### src/rtl/wdt_pkg.sv
package wdt_pkg;

    localparam int PRE_W        = 8;
    localparam int SEL_W        = 2;
    localparam int CNT_W        = 16;
    localparam int DIV_LOG_BASE = 4;
    localparam int DIV_W        = DIV_LOG_BASE + (1 << SEL_W) - 1;
    localparam int BUS_W        = 32;
    localparam int ADDR_W       = 4;

    typedef struct packed {
        logic [PRE_W-1:0] pre;
        logic             en;
        logic [SEL_W-1:0] sel;
        logic             rst_en;
    } wdt_ctrl_t;

    typedef enum logic [1:0] {
        REG_CTRL   = 2'd0,
        REG_RELOAD = 2'd1,
        REG_COUNT  = 2'd2,
        REG_NONE   = 2'd3
    } wdt_reg_e;

    // Control word layout: prescale [15:8], enable [5], select [4:3], reset-enable [0]
    function automatic logic [BUS_W-1:0] ctrl_pack(input wdt_ctrl_t c);
        logic [BUS_W-1:0] w;
        w         = '0;
        w[15:8]   = c.pre;
        w[5]      = c.en;
        w[4:3]    = c.sel;
        w[0]      = c.rst_en;
        return w;
    endfunction

    function automatic wdt_ctrl_t ctrl_unpack(input logic [BUS_W-1:0] w);
        wdt_ctrl_t c;
        c.pre    = w[15:8];
        c.en     = w[5];
        c.sel    = w[4:3];
        c.rst_en = w[0];
        return c;
    endfunction

    function automatic logic [DIV_W-1:0] div_last(input logic [SEL_W-1:0] sel);
        logic [DIV_W:0] span;
        span = (DIV_W+1)'(1) << (DIV_LOG_BASE + int'(sel));
        return DIV_W'(span - 1'b1);
    endfunction

endpackage

### src/rtl/wdt_regs.sv
module wdt_regs
    import wdt_pkg::*;
#(
    parameter logic [CNT_W-1:0] RESET_LOAD = 16'h8000
) (
    input  logic              clk,
    input  logic              rst,
    input  logic              bus_sel,
    input  logic              bus_wr,
    input  logic [ADDR_W-1:0] bus_addr,
    input  logic [BUS_W-1:0]  bus_wdata,
    output logic [BUS_W-1:0]  bus_rdata,
    input  logic [CNT_W-1:0]  count_in,
    output wdt_ctrl_t         ctrl,
    output logic [CNT_W-1:0]  reload,
    output logic              cnt_load,
    output logic [CNT_W-1:0]  cnt_load_val
);

    wdt_reg_e reg_idx;
    logic     wr_ctrl;
    logic     wr_reload;

    assign reg_idx      = wdt_reg_e'(bus_addr[3:2]);
    assign wr_ctrl      = bus_sel && bus_wr && (reg_idx == REG_CTRL);
    assign wr_reload    = bus_sel && bus_wr && (reg_idx == REG_RELOAD);
    assign cnt_load     = bus_sel && bus_wr && (reg_idx == REG_COUNT);
    assign cnt_load_val = bus_wdata[CNT_W-1:0];

    always_ff @(posedge clk) begin
        if (rst) begin
            ctrl   <= '0;
            reload <= RESET_LOAD;
        end else begin
            if (wr_ctrl)   ctrl   <= ctrl_unpack(bus_wdata);
            if (wr_reload) reload <= bus_wdata[CNT_W-1:0];
        end
    end

    always_comb begin
        bus_rdata = '0;
        if (bus_sel && !bus_wr) begin
            unique case (reg_idx)
                REG_CTRL:   bus_rdata = ctrl_pack(ctrl);
                REG_RELOAD: bus_rdata = BUS_W'(reload);
                REG_COUNT:  bus_rdata = BUS_W'(count_in);
                default:    bus_rdata = '0;
            endcase
        end
    end

endmodule

### src/rtl/wdt_tickgen.sv
module wdt_tickgen
    import wdt_pkg::*;
(
    input  logic             clk,
    input  logic             rst,
    input  logic             en,
    input  logic [PRE_W-1:0] pre,
    input  logic [SEL_W-1:0] sel,
    output logic             tick
);

    logic [PRE_W-1:0] pre_q;
    logic [DIV_W-1:0] div_q;
    logic             pre_hit;
    logic             div_hit;

    // >= keeps the chain from running past a limit lowered mid-period
    assign pre_hit = (pre_q >= pre);
    assign div_hit = (div_q >= div_last(sel));
    assign tick    = en && pre_hit && div_hit;

    always_ff @(posedge clk) begin
        if (rst || !en) begin
            pre_q <= '0;
            div_q <= '0;
        end else if (pre_hit) begin
            pre_q <= '0;
            div_q <= div_hit ? '0 : div_q + 1'b1;
        end else begin
            pre_q <= pre_q + 1'b1;
        end
    end

endmodule

### src/rtl/wdt_counter.sv
module wdt_counter
    import wdt_pkg::*;
#(
    parameter logic [CNT_W-1:0] RESET_LOAD = 16'h8000
) (
    input  logic             clk,
    input  logic             rst,
    input  logic             tick,
    input  logic             load,
    input  logic [CNT_W-1:0] load_val,
    input  logic [CNT_W-1:0] reload,
    output logic [CNT_W-1:0] count,
    output logic             expire
);

    assign expire = tick && !load && (count == '0);

    always_ff @(posedge clk) begin
        if (rst) begin
            count <= RESET_LOAD;
        end else if (load) begin
            count <= load_val;
        end else if (tick) begin
            count <= (count == '0) ? reload : count - 1'b1;
        end
    end

endmodule

### src/rtl/wdt_pulse.sv
module wdt_pulse #(
    parameter int RST_CYCLES = 128
) (
    input  logic clk,
    input  logic rst,
    input  logic start,
    output logic pulse
);

    localparam int LEN_W = $clog2(RST_CYCLES + 1);

    logic [LEN_W-1:0] left_q;

    assign pulse = (left_q != '0);

    always_ff @(posedge clk) begin
        if (rst) begin
            left_q <= '0;
        end else if (start) begin
            left_q <= LEN_W'(RST_CYCLES);
        end else if (pulse) begin
            left_q <= left_q - 1'b1;
        end
    end

endmodule

### src/rtl/wdt_top.sv
module wdt_top
    import wdt_pkg::*;
#(
    parameter int               RST_CYCLES = 128,
    parameter logic [CNT_W-1:0] RESET_LOAD = 16'h8000
) (
    input  logic              clk,
    input  logic              rst,
    input  logic              bus_sel,
    input  logic              bus_wr,
    input  logic [ADDR_W-1:0] bus_addr,
    input  logic [BUS_W-1:0]  bus_wdata,
    output logic [BUS_W-1:0]  bus_rdata,
    output logic              wd_reset
);

    wdt_ctrl_t        ctrl;
    logic [CNT_W-1:0] reload;
    logic [CNT_W-1:0] count;
    logic             cnt_load;
    logic [CNT_W-1:0] cnt_load_val;
    logic             tick;
    logic             expire;
    logic             ctrl_en;
    logic             ctrl_rst_en;
    logic             fire;

    assign ctrl_en     = ctrl.en;
    assign ctrl_rst_en = ctrl.rst_en;
    assign fire        = expire && ctrl_en && ctrl_rst_en;

    wdt_regs #(.RESET_LOAD(RESET_LOAD)) u_regs (
        .clk          (clk),
        .rst          (rst),
        .bus_sel      (bus_sel),
        .bus_wr       (bus_wr),
        .bus_addr     (bus_addr),
        .bus_wdata    (bus_wdata),
        .bus_rdata    (bus_rdata),
        .count_in     (count),
        .ctrl         (ctrl),
        .reload       (reload),
        .cnt_load     (cnt_load),
        .cnt_load_val (cnt_load_val)
    );

    wdt_tickgen u_tick (
        .clk  (clk),
        .rst  (rst),
        .en   (ctrl_en),
        .pre  (ctrl.pre),
        .sel  (ctrl.sel),
        .tick (tick)
    );

    wdt_counter #(.RESET_LOAD(RESET_LOAD)) u_cnt (
        .clk      (clk),
        .rst      (rst),
        .tick     (tick),
        .load     (cnt_load),
        .load_val (cnt_load_val),
        .reload   (reload),
        .count    (count),
        .expire   (expire)
    );

    wdt_pulse #(.RST_CYCLES(RST_CYCLES)) u_pulse (
        .clk   (clk),
        .rst   (rst),
        .start (fire),
        .pulse (wd_reset)
    );

endmodule

### config.mk
export PLATFORM = sky130hd
export DESIGN_NAME = wdt_top
export DESIGN_NICKNAME = d
export VERILOG_FILES = /design/src/rtl/wdt_pkg.sv /design/src/rtl/wdt_regs.sv /design/src/rtl/wdt_tickgen.sv /design/src/rtl/wdt_counter.sv /design/src/rtl/wdt_pulse.sv /design/src/rtl/wdt_top.sv
export SDC_FILE = /design/constraint.sdc
export NUM_CORES = 1
export LEC_CHECK = 0
export BUFFER_PORTS_ARGS = -buffer_cell sky130_fd_sc_hd__buf_2
export CORE_MARGIN = 5
export CORE_UTILIZATION = 56
export CTS_CLUSTER_SIZE = 28
export DETAILED_ROUTE_END_ITERATION = 12
export PLACE_DENSITY = 0.89
export SETUP_SLACK_MARGIN = 0.5
export SYNTH_ARGS = -nofsm -noshare
export SYNTH_HDL_FRONTEND = slang
export SYNTH_SLANG_ARGS = --single-unit
export TNS_END_PERCENT = 1
### constraint.sdc
create_clock -name clk -period 3.1 [get_ports clk]
set_clock_uncertainty 0.15 [all_clocks]
set_input_delay 0.465 -clock clk [delete_from_list [all_inputs] [get_ports clk]]
set_output_delay 0.465 -clock clk [all_outputs]
set_load 0.02 [all_outputs]
After elaboration in Yosys (flattened, before gate mapping)
Index checks and enable logic that the tools add are counted.
Widths: inputs -> output; s select.
{"block": "word_totals", "register_bits": 67, "latchBits": 0, "ramBits": 0, "romBits": 0, "in_bits": 40, "output_inout_bits": 33, "wordCells": 51, "n_memories": 0}
{"block": "op_classes", "add_sub_neg": 6, "mul": 0, "div": 0, "n_lt_le_gt_ge": 2, "n_eq_ne": 2, "n_shift": 1, "n_mux": 8, "n_bitwise": 0, "reduce_logical": 22}
{"cell": "$mux 16", "n": 3}
{"cell": "$pmux 16 s3", "n": 1}
{"cell": "$mux 32", "n": 1}
{"cell": "$shl 1x32->7 const A", "n": 1}
{"cell": "$logic_not 16->1", "n": 1}
{"cell": "$mux 8", "n": 2}
{"cell": "$sub 16x1->16 const B", "n": 1}
{"cell": "$logic_and 1x1->1", "n": 11}
{"cell": "$add 8x1->8 const B", "n": 1}
{"cell": "$ge 8x8->1", "n": 1}
{"cell": "$reduce_bool 8->1", "n": 1}
{"cell": "$sub 8x1->8 const B", "n": 1}
{"cell": "$add 7x1->7 const B", "n": 1}
{"cell": "$ge 7x7->1", "n": 1}
{"cell": "$mux 7", "n": 1}
{"cell": "$sub 7x1->7 const B", "n": 1}
{"cell": "$add 3x2->4 const A", "n": 1}
{"cell": "$reduce_bool 2->1", "n": 2}
{"cell": "$reduce_or 2->1", "n": 2}
{"cell": "$logic_not 1->1", "n": 3}
{"cell": "$eq 2x1->1 const B", "n": 1}
{"cell": "$eq 2x2->1 const B", "n": 1}
{"cell": "$logic_not 2->1", "n": 1}
{"cell": "$logic_or 1x1->1", "n": 1}

Logic depth before layout (Yosys ltp)
{"block": "depth", "ltp_word": 10, "ltp_mapped": 10, "ltp_nobuf": 8}

Cells and area by module
From an unflattened synthesis, not the netlist that was laid out.
{"block": "unflattened", "cells_unflattened": 561, "hier_area_um2": 4399.2}
{"mod": "wdt_regs", "n_inst": 1, "cells_per_inst": 226, "area_per_inst_um2": 1706.6, "seq_area_each_um2": 560.5}
{"mod": "wdt_counter", "n_inst": 1, "cells_per_inst": 175, "area_per_inst_um2": 1347.5, "seq_area_each_um2": 320.3}
{"mod": "wdt_tickgen", "n_inst": 1, "cells_per_inst": 114, "area_per_inst_um2": 933.4, "seq_area_each_um2": 300.3}
{"mod": "wdt_pulse", "n_inst": 1, "cells_per_inst": 45, "area_per_inst_um2": 405.4, "seq_area_each_um2": 160.2}
{"mod": "wdt_top", "n_inst": 1, "cells_per_inst": 1, "area_per_inst_um2": 6.3, "seq_area_each_um2": 0.0}

Worst setup path after synthesis
OpenSTA, ideal clock, no wires.
{"block": "synth_timing", "path_kind": "reg2reg", "startpoint": "reg u_cnt.count[4]", "endpoint": "reg u_cnt.count[5]", "setup_ns": 0.091, "arrival_ns": 2.432, "t_required_ns": 2.859, "setup_slack_ns": 0.427, "path_stages_with_launch": 11, "n_path_buf": 4, "period_less_slack_ns": 2.673, "path_cell_list": "dfxtp_1 > buf_6 > or4_4 > buf_6 > or4_4 > or2_1 > buf_6 > buf_6 > nand2_1 > o211ai_1 > a311oi_1"}
{"block": "synth_between", "elab_chain_len": 4, "word_cells_on_any_way": 5, "classes_between": "add/sub (1); mux (3); reduce/logical (1)"}
{"item": "from (decl)", "line": "wdt_counter.sv:12", "rtl": "output logic [CNT_W-1:0] count,"}
{"item": "from (signal assigned)", "line": "wdt_counter.sv:22", "rtl": "count <= load_val;"}
{"item": "from (signal assigned)", "line": "wdt_counter.sv:24", "rtl": "count <= (count == '0) ? reload : count - 1'b1;"}
{"item": "$sub 16x1->16 or $logic_not 16->1 (tied branches)", "line": "wdt_counter.sv:24"}
{"item": "$mux 16 (*)", "line": "wdt_counter.sv:24"}
{"item": "$mux 16 (*)", "line": "wdt_counter.sv:23", "rtl": "end else if (tick) begin"}
{"item": "$mux 16 (*)", "line": "wdt_counter.sv:21", "rtl": "end else if (load) begin"}
Mark *: on every way between the ends. The rest lies on a longest branch, timed or not. The select of a mux whose other input is x is not followed.
A chain may end at the register's enable or synchronous reset.

Final worst setup path
{"block": "layout_timing", "startpoint": "reg u_cnt.count[4]", "endpoint": "reg u_cnt.count[12]"}
Same word-level chain as after synthesis.

==> run_results.csv <==
group,metric,value,unit
worst_setup_path,end_kind,"flip-flop",
worst_setup_path,r2r_start,"u_cnt.count[4]$_SDFFE_PP0P_",
cts,clkTransAtPathRegs,0.08,ns
worst_setup_path,critPathSlowestCell,"or4_4",
synthesis,synth_top_flop_cell,"dfxtp_1",
sta,slew_viol_final,0,
grt,grt_pass1_wl,17.0,mm
route,vias_per_cell,5.98,
worst_setup_path,cp.required,3.19,ns
cts,cts_hold_buf,0,
sta,setup_viol_count_final,0,
run_status,run_status,"finished, final reports clean",
layout,nNetsFinal,605,
worst_setup_path,startpoint,"u_cnt.count[4]$_SDFFE_PP0P_",
sta,rsz0062_at_grt,"yes",
route,vias,3885,
placed_design,hpwl,6.81,mm
placed_design,dpl_worst_slack,0.165,ns
synthesis,ys_seq_area_frac,0.343,
route,ant_nets,0,
worst_setup_path,worst-path-max-fanout,10,
worst_setup_path,slowest_delay,0.55,ns
grt,grt-ovfl-total,0,
grt,grt.total_usage,0.242,
worst_setup_path,crit_top_cell,"or4_4",
sta,fin_tns_setup,0,ns
route,first_iter_violations,448,
placed_design,io_buffers,38,
layout,antennaDiodeCount,0,
route,wl_per_cell,16.5,um
job,maxCapViolCount,0,
power_and_ir_drop,power_density,554,mW/mm2
layout,layout-drive-gt1-share,0.173,
placed_design,gp_congestion,0.917,
route,dr.pass1.iters,5,
worst_setup_path,crit_type,"flip-flop to flip-flop",
sta,worst_pin_slew,0.927,ns
grt,antenna_found_initial,0,
synthesis,yosysUniqueCellTypes,50,
power_and_ir_drop,peakVddDrop,0.282,mV
synthesis,synthCells,515,
power_and_ir_drop,total_leakage_power,1.81,nW
cts,clk_latency,0.34,ns
sta,finalCritPeriodShare,0.828,
floorplan,coreArea,0.00679,mm2
route,wirelength,10.7,mm
sta,fin_crit,2.57,ns
synthesis,synth-edff-count,0,
layout,fill_cells,559,
synthesis,async_flop_share,0,
floorplan,dieArea,0.00876,mm2
worst_setup_path,rr_worst_depth,7,
layout,multiInputGateArea,0.00234,mm2
grt,grt_max_degree,49,
worst_setup_path,crit_chain,"or4_4, or4_4, or2_4, buf_8, nand2_1, o211ai_1, a311oi_1",
synthesis,synth_seq_cells,67,
sta,finalHoldViolations,0,
cts,cts-buffers-inserted,9,
layout,postLayoutCoreUtil,0.661,
worst_setup_path,cp.arrival,2.65,ns
sta,layout_setup_ws,0.534,ns
worst_setup_path,cp-start-kind,"flip-flop",
layout,ff_latch_area,0.00135,mm2
floorplan,start_util,0.576,
floorplan,chipHeight,93.6,um
floorplan,rows,30,
sta,relSlewSlack,0.382,
floorplan,die_w,93.6,um
cts,ctsHtreeMaxLevel,3,
worst_setup_path,critPathCapture,"u_cnt.count[12]$_SDFFE_PP0P_",
sta,clock.fmax,0.390,GHz
cts,ctsLongestPathBuffers,2,
layout,area_growth,14.8,%
cts,cts_tree,"built",
min_path,holdPathStages,3,
worst_setup_path,r2r_end,"u_cnt.count[12]$_SDFFE_PP0P_",
sta,fin_hold_ws,0.212,ns
worst_setup_path,r2r_setup_slack,0.53,ns
grt,grt_pass1_vias,3657,
synthesis,syn-cell-area,0.00391,mm2
floorplan,ios,73,
synthesis,syn_avg_cell_area,7.59,um2
route,drc,0,
min_path,hp-class,"input port to flip-flop",
cts,root_buffer,"clkbuf_8",
synthesis,yosys_warnings,0,
cts,cts_sinks,67,
final cells by class:
class | count | area share
inverter | 17 | 0.0142
timing repair buffer | 57 | 0.0766
clock inverter | 4 | 0.0267
sequential | 67 | 0.301
multi-input combinational | 397 | 0.521
clock buffer | 12 | 0.0345
tap | 96 | 0.0267
state kept, by name (all words and copies together), names as in the netlist:
name / flops
u_tick.pre_q: 8
u_pulse.left_q: 8
u_tick.div_q: 7
u_cnt.count: 16
u_regs.reload: 16
u_regs.ctrl: 12
per-stage QoR:
stage               area (um2)  total power [mW]  std cells
global route              4490              2.60        650
global placement          4080              1.45        625
CTS                       4430              2.48        648
floorplan                 3970              1.39        530
finish                    4490              2.49        650
detailed placement        4080              1.48        625
per-layer routing:
metal	GRT usage	wire length (um)
met1	0.296	4210
met3	0.0499	1040
met4	0.105	366
met5	0	0
met2	0.410	5100
cell usage after synthesis (4+ instances only):
library cell	n	area, um2
nand3_1	11	55.1
o21a_1	4	30.0
nor3_1	12	60.1
a22oi_1	4	30.0
mux2i_1	13	130
buf_6	4	45.0
and3_1	5	31.3
o21ai_0	4	20.0
a311oi_1	12	105
ha_1	16	200
inv_1	17	63.8
xor2_1	11	96.3
or3_1	6	37.5
nand4_1	5	31.3
o211ai_1	13	97.6
clkbuf_1	27	101
xnor2_1	16	140
nor2_1	73	274
nand2_1	89	334
a21oi_1	48	240
dfxtp_1	67	1340
buf_4	16	120
logic make-up (layout without fill, tap and decap cells):
| family | after synthesis | after routing | share of synthesized area |
|---|---|---|---|
| adders and majority gates | 16 | 16 | 0.0512 |
| other | 1 | 16 | 0.000959 |
| buffers and inverters | 67 | 90 | 0.0886 |
| and+or+nand+nor | 222 | 223 | 0.250 |
| xor gates and xnor gates | 27 | 27 | 0.0605 |
| DFF | 67 | 67 | 0.343 |
| muxes | 14 | 14 | 0.0361 |
| AOI/OAI and AO/OA | 101 | 101 | 0.170 |
power by group:
part	switching, mW	internal (mW)
clock network	0.327	0.661
logic	0.305	0.215
registers	0.0577	0.923
worst max-delay path, delay by kind of cell, from the launching register on:
kind	cells	cell delay [ns]
and+or+nand+nor	4	1.41
DFF	1	0.34
AOI/OAI and AO/OA	2	0.40
buffers and inverters	1	0.15
worst min path at each step:
stage	startpoint	to	slack, ns
floorplan	u_tick.pre_q[0]$_SDFF_PP0_	u_tick.pre_q[0]$_SDFF_PP0_	0.28
global placement	u_tick.pre_q[0]$_SDFF_PP0_	u_tick.pre_q[0]$_SDFF_PP0_	0.30
detailed placement	u_regs.ctrl[11]$_SDFFE_PP0P_	u_regs.ctrl[11]$_SDFFE_PP0P_	0.31
finish	bus_wdata[7]	u_regs.reload[7]$_SDFFE_PP0P_	0.21
CTS	bus_wdata[7]	u_regs.reload[7]$_SDFFE_PP0P_	0.20
global route	bus_wdata[2]	u_regs.reload[2]$_SDFFE_PP0P_	0.21
placed cells by master (no fill, tap or decap), types with 5 or more instances in the layout:
cell      count
a21oi_1      48
a311oi_1     12
buf_2        38
buf_4        17
clkbuf_8     11
conb_1       16
dfxtp_1      62
ha_1         16
inv_1        17
mux2i_1      13
nand2_1      87
nand3_1      10
nand4_1       5
nor2_1       73
nor3_1       11
o211ai_1     13
or3_1         6
xnor2_1      16
xor2_1       11
repair_timing:
action / CTS / global route
pin swaps: 5 / 4
buffers inserted: 7 / 1
resized for setup: 11 / 13
gates cloned: 0 / 1
endpoints found under the setup margin: 26 / 32
Note: power is estimated with default switching activity, not from simulation.
